==> config.mk <==
export PLATFORM = sky130hd
export DESIGN_NAME = dual_lfsr_bank
export DESIGN_NICKNAME = d
export VERILOG_FILES = /design/src/rtl/lfsr_bank_pkg.sv /design/src/rtl/lfsr_rst_sync.sv /design/src/rtl/lfsr_word_pack.sv /design/src/rtl/lfsr_word_unpack.sv /design/src/rtl/lfsr_slot.sv /design/src/rtl/lfsr_xword_tap.sv /design/src/rtl/dual_lfsr_bank.sv
export SDC_FILE = /design/constraint.sdc
export NUM_CORES = 1
export LEC_CHECK = 0
export BUFFER_PORTS_ARGS = -buffer_cell sky130_fd_sc_hd__buf_2
export CAP_MARGIN = 40
export CORE_AREA = 2 2 665 667
export DETAILED_ROUTE_END_ITERATION = 10
export DIE_AREA = 0 0 667 669
export GPL_TIMING_DRIVEN = 0
export PLACE_DENSITY = 0.33
export SLEW_MARGIN = 20
export SYNTH_ARGS = -nofsm -noshare
export SYNTH_HDL_FRONTEND = slang
export SYNTH_SLANG_ARGS = --single-unit
==> constraint.sdc <==
create_clock -name clk -period 17.9 [get_ports clk]
set_input_delay 0.895 -clock clk [delete_from_list [all_inputs] [get_ports clk]]
set_output_delay 0.895 -clock clk [all_outputs]
set_load 0.1 [all_outputs]
==> src/rtl/lfsr_bank_pkg.sv <==
package lfsr_bank_pkg;

  typedef enum logic {
    PACK_W32 = 1'b0,
    PACK_W31 = 1'b1
  } pack_mode_e;

  // cell indices feeding the bit-reorganisation words (upper/lower half picks)
  localparam int TAP_X0_HI = 15;
  localparam int TAP_X0_LO = 14;
  localparam int TAP_X1_LO = 11;
  localparam int TAP_X1_HI = 9;
  localparam int TAP_X2_LO = 7;
  localparam int TAP_X2_HI = 5;
  localparam int TAP_X3_LO = 2;
  localparam int TAP_X3_HI = 0;
  localparam int MIN_CELLS = 16;

endpackage

==> src/rtl/lfsr_rst_sync.sv <==
module lfsr_rst_sync (
  input  logic clk,
  input  logic rst_n,
  output logic rst_core_n
);
  logic meta_q;
  logic sync_q;

  always_ff @(posedge clk or negedge rst_n) begin
    if (!rst_n) begin
      meta_q <= 1'b0;
      sync_q <= 1'b0;
    end else begin
      meta_q <= 1'b1;
      sync_q <= meta_q;
    end
  end

  assign rst_core_n = sync_q;
endmodule

==> src/rtl/lfsr_word_pack.sv <==
module lfsr_word_pack #(
  parameter int HALF_W = 16
) (
  input  logic                  mode_31,
  input  logic [2*HALF_W-1:0]   word,
  output logic [HALF_W-1:0]     hi,
  output logic [HALF_W-1:0]     lo
);
  import lfsr_bank_pkg::*;
  localparam int WORD_W = 2 * HALF_W;

  always_comb begin
    lo = word[HALF_W-1:0];
    if (pack_mode_e'(mode_31) == PACK_W31) begin
      // middle bit lands in both halves
      hi = word[WORD_W-2:HALF_W-1];
    end else begin
      hi = word[WORD_W-1:HALF_W];
    end
  end
endmodule

==> src/rtl/lfsr_word_unpack.sv <==
module lfsr_word_unpack #(
  parameter int HALF_W = 16
) (
  input  logic                  mode_31,
  input  logic [HALF_W-1:0]     hi,
  input  logic [HALF_W-1:0]     lo,
  output logic [2*HALF_W-1:0]   word
);
  import lfsr_bank_pkg::*;

  always_comb begin
    if (pack_mode_e'(mode_31) == PACK_W31) begin
      word = {1'b0, hi, lo[HALF_W-2:0]};
    end else begin
      word = {hi, lo};
    end
  end
endmodule

==> src/rtl/lfsr_slot.sv <==
module lfsr_slot #(
  parameter int HALF_W = 16
) (
  input  logic              clk,
  input  logic              rst_core_n,
  input  logic              slot_en,
  input  logic [HALF_W-1:0] d_hi,
  input  logic [HALF_W-1:0] d_lo,
  output logic [HALF_W-1:0] q_hi,
  output logic [HALF_W-1:0] q_lo
);
  logic [HALF_W-1:0] hi_q, lo_q;
  logic [HALF_W-1:0] hi_nxt, lo_nxt;

  always_comb begin
    hi_nxt = hi_q;
    lo_nxt = lo_q;
    if (slot_en) begin
      hi_nxt = d_hi;
      lo_nxt = d_lo;
    end
  end

  always_ff @(posedge clk or negedge rst_core_n) begin
    if (!rst_core_n) begin
      hi_q <= '0;
      lo_q <= '0;
    end else begin
      hi_q <= hi_nxt;
      lo_q <= lo_nxt;
    end
  end

  assign q_hi = hi_q;
  assign q_lo = lo_q;
endmodule

==> src/rtl/lfsr_xword_tap.sv <==
module lfsr_xword_tap #(
  parameter int HALF_W = 16,
  parameter int CELLS  = 16
) (
  input  logic                       mode_31,
  input  logic [CELLS*HALF_W-1:0]    half_hi,
  input  logic [CELLS*HALF_W-1:0]    half_lo,
  output logic [2*HALF_W-1:0]        x0,
  output logic [2*HALF_W-1:0]        x1,
  output logic [2*HALF_W-1:0]        x2,
  output logic [2*HALF_W-1:0]        x3
);
  import lfsr_bank_pkg::*;

  logic [HALF_W-1:0] h15, l14, l11, h9, l7, h5, l2, h0;

  assign h15 = half_hi[TAP_X0_HI*HALF_W +: HALF_W];
  assign l14 = half_lo[TAP_X0_LO*HALF_W +: HALF_W];
  assign l11 = half_lo[TAP_X1_LO*HALF_W +: HALF_W];
  assign h9  = half_hi[TAP_X1_HI*HALF_W +: HALF_W];
  assign l7  = half_lo[TAP_X2_LO*HALF_W +: HALF_W];
  assign h5  = half_hi[TAP_X2_HI*HALF_W +: HALF_W];
  assign l2  = half_lo[TAP_X3_LO*HALF_W +: HALF_W];
  assign h0  = half_hi[TAP_X3_HI*HALF_W +: HALF_W];

  always_comb begin
    x0 = '0;
    x1 = '0;
    x2 = '0;
    x3 = '0;
    if (pack_mode_e'(mode_31) == PACK_W31) begin
      x0 = {h15, l14};
      x1 = {l11, h9};
      x2 = {l7, h5};
      x3 = {l2, h0};
    end
  end
endmodule

==> src/rtl/dual_lfsr_bank.sv <==
module dual_lfsr_bank #(
  parameter int HALF_W = 16,
  parameter int CELLS  = 16
) (
  input  logic                          clk,
  input  logic                          rst_n,
  input  logic                          mode_31,
  input  logic                          load_en,
  input  logic [CELLS*2*HALF_W-1:0]     load_words,
  input  logic                          shift_en,
  input  logic                          fb_we,
  input  logic [2*HALF_W-1:0]           fb_word,
  output logic [CELLS*HALF_W-1:0]       half_hi,
  output logic [CELLS*HALF_W-1:0]       half_lo,
  output logic [CELLS*2*HALF_W-1:0]     cell_words,
  output logic [2*HALF_W-1:0]           x0,
  output logic [2*HALF_W-1:0]           x1,
  output logic [2*HALF_W-1:0]           x2,
  output logic [2*HALF_W-1:0]           x3
);
  localparam int WORD_W = 2 * HALF_W;
  localparam int TOP    = CELLS - 1;

  logic rst_core_n;

  lfsr_rst_sync u_rst (
    .clk        (clk),
    .rst_n      (rst_n),
    .rst_core_n (rst_core_n)
  );

  logic [HALF_W-1:0] fb_hi, fb_lo;

  lfsr_word_pack #(.HALF_W(HALF_W)) u_fb_pack (
    .mode_31 (mode_31),
    .word    (fb_word),
    .hi      (fb_hi),
    .lo      (fb_lo)
  );

  logic [HALF_W-1:0] q_hi [CELLS];
  logic [HALF_W-1:0] q_lo [CELLS];

  for (genvar i = 0; i < CELLS; i++) begin : g_cell
    logic [HALF_W-1:0] ld_hi, ld_lo;
    logic [HALF_W-1:0] src_hi, src_lo;
    logic [HALF_W-1:0] d_hi, d_lo;
    logic              move_en;
    logic              slot_en;

    lfsr_word_pack #(.HALF_W(HALF_W)) u_ld_pack (
      .mode_31 (mode_31),
      .word    (load_words[i*WORD_W +: WORD_W]),
      .hi      (ld_hi),
      .lo      (ld_lo)
    );

    if (i == TOP) begin : g_top
      // second movement step: feedback write
      assign src_hi  = fb_hi;
      assign src_lo  = fb_lo;
      assign move_en = fb_we;
    end else begin : g_body
      // first movement step: shift from the neighbour above
      assign src_hi  = q_hi[i+1];
      assign src_lo  = q_lo[i+1];
      assign move_en = shift_en;
    end

    always_comb begin
      d_hi = src_hi;
      d_lo = src_lo;
      if (load_en) begin
        d_hi = ld_hi;
        d_lo = ld_lo;
      end
    end

    assign slot_en = load_en | move_en;

    lfsr_slot #(.HALF_W(HALF_W)) u_slot (
      .clk        (clk),
      .rst_core_n (rst_core_n),
      .slot_en    (slot_en),
      .d_hi       (d_hi),
      .d_lo       (d_lo),
      .q_hi       (q_hi[i]),
      .q_lo       (q_lo[i])
    );

    assign half_hi[i*HALF_W +: HALF_W] = q_hi[i];
    assign half_lo[i*HALF_W +: HALF_W] = q_lo[i];

    lfsr_word_unpack #(.HALF_W(HALF_W)) u_unpack (
      .mode_31 (mode_31),
      .hi      (q_hi[i]),
      .lo      (q_lo[i]),
      .word    (cell_words[i*WORD_W +: WORD_W])
    );
  end

  lfsr_xword_tap #(.HALF_W(HALF_W), .CELLS(CELLS)) u_xtap (
    .mode_31 (mode_31),
    .half_hi (half_hi),
    .half_lo (half_lo),
    .x0      (x0),
    .x1      (x1),
    .x2      (x2),
    .x3      (x3)
  );
endmodule

### Word-level counts from Yosys, hierarchy flattened

Index checks and enable logic that the tools add are counted.

| word-level totals | value |
|---|---|
| register bits after elaboration | 514 |
| bits in latches | 0 |
| RAM bits | 0 |
| bits in read-only memories | 0 |
| bits of input ports | 550 |
| output and inout bits | 1152 |
| word-level logic and storage cells | 105 |
| memories kept | 0 |

| cells by class | value |
|---|---|
| $add $sub $neg | 0 |
| $mul | 0 |
| div/mod/pow operators | 0 |
| magnitude comparators | 0 |
| equal/unequal tests | 0 |
| shift operators | 0 |
| multiplexer cells | 69 |
| bitwise logic cells | 2 |
| reduce and logical (&&, ||, !) cells | 0 |

Operator list:

| cell | count |
|---|---|
| 2-to-1 mux 16 bit | 49 |
| 2-to-1 mux 32 bit | 20 |
| bitwise OR 1 bit | 2 |

### Longest topological paths before layout

| logic depth | value |
|---|---|
| word-level depth | 2 |
| mapped depth | 7 |
| gate-level depth less buffers | 3 |

### Cells and area by module

Synthesis repeated with hierarchy kept, for this count alone.

| second synthesis, totals | value |
|---|---|
| cell total of the unflattened synthesis | 2926 |
| area, all modules | 42863.6 µm² |

Modules (own cells, without submodules):

| module | times used | cells an instance | area each (µm²) | sequential area each (µm²) |
|---|---|---|---|---|
| lfsr_slot | 16 | 68 | 1345.0 | 800.8 |
| dual_lfsr_bank | 1 | 571 | 8160.3 | 0.0 |
| lfsr_word_pack | 17 | 34 | 369.1 | 0.0 |
| lfsr_word_unpack | 16 | 34 | 366.6 | 0.0 |
| lfsr_xword_tap | 1 | 142 | 988.4 | 0.0 |
| lfsr_rst_sync | 1 | 3 | 53.8 | 50.0 |

### Least setup slack after synthesis

No wires, ideal clock.

| timing path | value |
|---|---|
| path type | in2out |
| from | input port mode_31 |
| to | output port cell_words[127] |
| data arrival time | 2.742 ns |
| required time | 17.005 ns |
| path slack | 14.263 ns |
| cell stages on the path | 4 |
| path buffers | 3 |
| path through | buf_2 -> buf_2 -> clkbuf_1 -> nor2b_1 |

| on the way | value |
|---|---|
| longest elaborated chain between the ends | 1 |

Ends and longest elaborated chain:

| element | RTL line | text |
|---|---|---|
| start, declared | dual_lfsr_bank.sv:7 | `input logic mode_31,` |
| 2-to-1 mux 32 bit | lfsr_word_unpack.sv:12 | `if (pack_mode_e'(mode_31) == PACK_W31) begin` |
| end, declared | dual_lfsr_bank.sv:15 | `output logic [CELLS*2*HALF_W-1:0] cell_words,` |

No other way between the ends.

### Worst setup path in the final report

| timing path | value |
|---|---|
| from | input port mode_31 |
| to | output port x0[1] |

| on the way | value |
|---|---|
| longest elaborated chain between the ends | 1 |

Ends and longest elaborated chain:

| element | RTL line | text |
|---|---|---|
| 2-to-1 mux 32 bit | lfsr_xword_tap.sv:31 | `if (pack_mode_e'(mode_31) == PACK_W31) begin` |
| end, declared | dual_lfsr_bank.sv:16 | `output logic [2*HALF_W-1:0] x0,` |

No other way between the ends.

==> impl_table.tex <==
\begin{tabular}{lr}
\hline
Metric & Value \\
\hline
\multicolumn{2}{l}{\textbf{Run status}} \\
Outcome & finished clean \\
\multicolumn{2}{l}{\textbf{Worst setup path}} \\
Type of the setup path with the least slack & in2out \\
Sort of element at the start of the critical path & input pin \\
Worst-case reg-to-reg path depth & 5 \\
Largest stage delay on the critical path & about 630 ps \\
Slowest library cell on the worst path & clkbuf\_2 \\
Kind of end point of the critical path & output port \\
Data arrival time of the critical path & 3330 ps \\
Required time of the critical path & 17,010 ps \\
Cells along the critical path & buf\_2, buf\_2, clkbuf\_2, and2\_1, buf\_2 \\
Setup slack of the most critical reg-to-reg path & 15,950 ps \\
Biggest fanout along the worst timing path & 11 \\
Most used cell along the critical path & buf\_2 \\
RR Endpoint & g\_cell[8].u\_slot.q\_lo[0] \\
Worst setup path start & mode\_31 \\
Critical register-to-register path startpoint & u\_rst.rst\_core\_n \\
\multicolumn{2}{l}{\textbf{Clock network}} \\
Number of hold buffers added after cts & 1 \\
CTS Buf Count & 88 \\
Clock-pin slew on the worst setup and hold paths & 50 ps \\
CTS tree & built \\
Total of cells resized after clock tree synthesis & 0 \\
Worst-case clock buffer depth & 4 \\
\# Post-CTS Setup Buffers & 0 \\
CTS H-tree lvls & 3 \\
Clock latency reported for the late side of the worst-skew pair & 850 ps \\
Clock Sinks & a little over 500 \\
Clk Tree Root Cell & clkbuf\_16 \\
\multicolumn{2}{l}{\textbf{GRT}} \\
Aggregate global routing overflow & 0 \\
Wire length of the first global-routing pass & 481.6 mm \\
Via count of the first global-routing pass & 33,747 \\
Pin count of the biggest net entering global routing & 51 \\
Overall fraction of global-route tracks in use & between 15 and 20\% \\
Initial antenna violation count & 339 \\
\multicolumn{2}{l}{\textbf{STA}} \\
Total setup violations reported at the end of the flow & 0 \\
Max-slew headroom & 40.42\% \\
Least-Margin Pin Slew & 893.7 ps \\
Final worst setup slack & about 14,000 ps \\
Maximum operating frequency & 236.9 MHz \\
Number of max-slew violations in the final report & 0 \\
Ratio of final minimum period to clock period & 23.59\% \\
Final worst clock skew & 55.68 ps \\
Hold Fails Final Rpt & 0 \\
Unrepaired setup endpoints after global routing & false \\
Post-route minimum period & 4222 ps \\
\multicolumn{2}{l}{\textbf{Power}} \\
Relative contribution of the clock network to total power & 25.7\% \\
Net switching power & 4.132 mW \\
Internal power consumption & 2.910 mW \\
Switching share of total power & 58.68\% \\
Combinational Power Share & 48.7\% \\
Total power density per cell area & 134.4 mW/mm² \\
Seq pwr share & 25.6\% \\
Maximum VDD drop & between 0.06 and 0.07 mV \\
Static leakage & roughly 24 nW \\
\multicolumn{2}{l}{\textbf{Synth}} \\
Simple-gate share of the synthesized area & 10.97\% \\
Post-synthesis compound-gate area fraction & 14.14\% \\
Yosys warns & 0 \\
Share of synthesized area occupied by flip-flops and latches & 39.99\% \\
Cell type contributing the most total cell area after synthesis & dfrtp\_1 \\
Fraction of the mapped netlist area in adder cells & 0\% \\
Main area contributors after synthesis & dfrtp\_1 (40\%), mux2i\_1 (16\%), mux2\_2 (9.1\%), buf\_4 (6.4\%), a211oi\_1 (5.7\%) \\
Cell area after synthesis & 0.03216 mm² \\
Multiplexer share of the synthesized area & 24.86\% \\
Post-synthesis cell type count & 40 \\
Combinational family with the most area after synthesis & multiplexers \\
Post-Syn Nets & 3,788 \\
Seq cells post-synth & just over 500 \\
Synth Instances & approximately 3,200 \\
Synth Area per Inst & 9.933 µm² \\
Synth Area in XOR/XNOR & 0\% \\
Post-synth top area share & 39.99\% \\
\multicolumn{2}{l}{\textbf{Cells and area}} \\
Number of filler cells placed in the layout & 51,014 \\
Post-layout nets & 5,633 \\
End-of-flow core utilization & a little under an eighth \\
Fraction of layout cells with a size suffix above 1 & around half \\
Final non-filler cell total & 11,102 \\
Area delta synth->final & 62.92\% \\
\multicolumn{2}{l}{\textbf{Route}} \\
Detailed-route wire length & 405.6 mm \\
Routed vias & $\sim$36,000 \\
Average via count per standard cell & 3.251 \\
Number of iterations in the first detailed-routing pass & 5 \\
Initial DRC count & 2,870 \\
Routed length per instance & between 30 and 40 µm \\
Number of antenna-violating nets in the routed design & 0 \\
Remaining DRCs & 0 \\
\multicolumn{2}{l}{\textbf{Placement}} \\
Placement-stage worst setup slack & 13,550 ps \\
Buffers on Ports & $\sim$1,700 \\
Inst Count DP & $\sim$11,000 \\
Placed wire-length estimate & 356.6 mm \\
Routability cong. & 0.8515 \\
\multicolumn{2}{l}{\textbf{Die}} \\
Die Outline Area & 0.4462 mm² \\
Core area & 0.4396 mm² \\
Count of pins on the block boundary & 1,702 \\
Count of standard-cell rows & 244 \\
Starting density of the core & 7.316\% \\
Die span in y & 669 µm \\
Die span in x & 667 µm \\
\multicolumn{2}{l}{\textbf{Worst hold path}} \\
Worst hold path class & reg2async \\
\multicolumn{2}{l}{\textbf{Flow run}} \\
Number of violations of the max-capacitance limit & 0 \\
\hline
\end{tabular}
-- sequential cells by signal, summed over array words and instances (netlist names) --
register            flops
g_cell.u_slot.q_hi    256
u_rst.rst_core_n        1
u_rst.meta_q            1
g_cell.u_slot.q_lo    256
-- per-layer routing --
layer / up-vias / wire length [µm] / GRT usage [%]
met2: 2058 / 177500 / 26.84
met4: 132 / 7507 / 2.809
li1: 15226 / - / -
met5: - / 880 / 0
met3: 417 / 41370 / 7.049
met1: 18255 / 178400 / 22.89
-- Yosys cell counts, drive strengths merged --
cell type and number:
conb 1, mux4 1, o221ai 2, nor2 15
nor2b 258, a31oi 1, o211ai 1, nor3b 1
clkinv 1, o21a 3, nand3b 1, nor3 2
o2bb2ai 1, nand2 260, a22o 1, a211o 2
a21o 1, clkbuf 78, a221o 2, a221oi 2
o21ai 259, nand2b 4, mux2i 504, and2 129
mux2 260, o221a 3, a21oi 247, inv 2
or3 3, a211oi 244, o32ai 1, buf 433
or2 1, dfrtp 514
-- how the worst max path moves through the flow --
stage / to / slack [ps] / cells after the start
5_1_grt: x0[0] / 13630 / 5
6_report: x0[1] / 13680 / 5
3_3_place_gp: g_cell[7].u_slot.q_lo[5] / -9200 / 0
4_1_cts: x3[3] / 13540 / 6
3_5_place_dp: x3[3] / 13550 / 6
2_1_floorplan: g_cell[0].u_slot.q_hi[0] / 2510 / 0
-- layout make-up --
class / instances / area (µm²) / area share [%]
diodes: 174 / 435.4 / 0.8309
plain buffers: 511 / 3238 / 6.179
clock buffers: 112 / 2402 / 4.584
clock inverters: 42 / 457.9 / 0.8739
inverters: 3 / 11.26 / 0.02149
multi-input cells: 2210 / 16080 / 30.68
flip-flops and latches: 514 / 12880 / 24.57
well taps: 5781 / 7233 / 13.80
repair buffers: 1755 / 9669 / 18.45
-- worst max-delay path: cells and delay by family --
| family | cells | cell delay (ps) |
|---|---|---|
| and+or+nand+nor | 1 | 230 |
| buffers and inverters | 4 | 2120 |
-- cells in the final DEF, fill, tap and decap left out, drive strengths merged, types with 15 or more instances in the layout --
master,instances
o21ai,259
a21oi,247
buf,2187
and2,129
nor2b,258
clkbuf,190
clkinv,23
dfrtp,514
nand2,260
mux2i,504
nor2,15
mux2,260
diode,174
a211oi,244
-- metrics by stage --
step	total power [mW]	setup TNS [ps]	hold WS, ps	cell area, µm²
after floorplan	4.085	0	331.2	32160
after global placement	5.249	-4539630	333.0	47900
after detailed placement	5.288	0	108.7	49050
after CTS	7.171	0	112.9	51920
after global routing	7.258	0	113.5	52060
final	7.041	0	108.8	52400
-- power groups by stage --
stage | logic (mW) | clock network, mW | registers, mW
5_1_grt | 3.52 | 1.93 | 1.81
3_5_place_dp | 3.45 | 0 | 1.84
2_1_floorplan | 1.72 | 0 | 2.36
4_1_cts | 3.45 | 1.90 | 1.82
3_3_place_gp | 3.34 | 0 | 1.91
6_report | 3.43 | 1.81 | 1.80
-- cells by family (layout without fill, tap and decap cells) --
kind of cell / count (synthesis) / count (layout)
AOI/OAI and AO/OA: 770 / 770
muxes: 765 / 765
other: 1 / 175
buffers and inverters: 514 / 2423
DFF: 514 / 514
and+or+nand+nor: 674 / 674
Power figures use the tool's default switching activity.
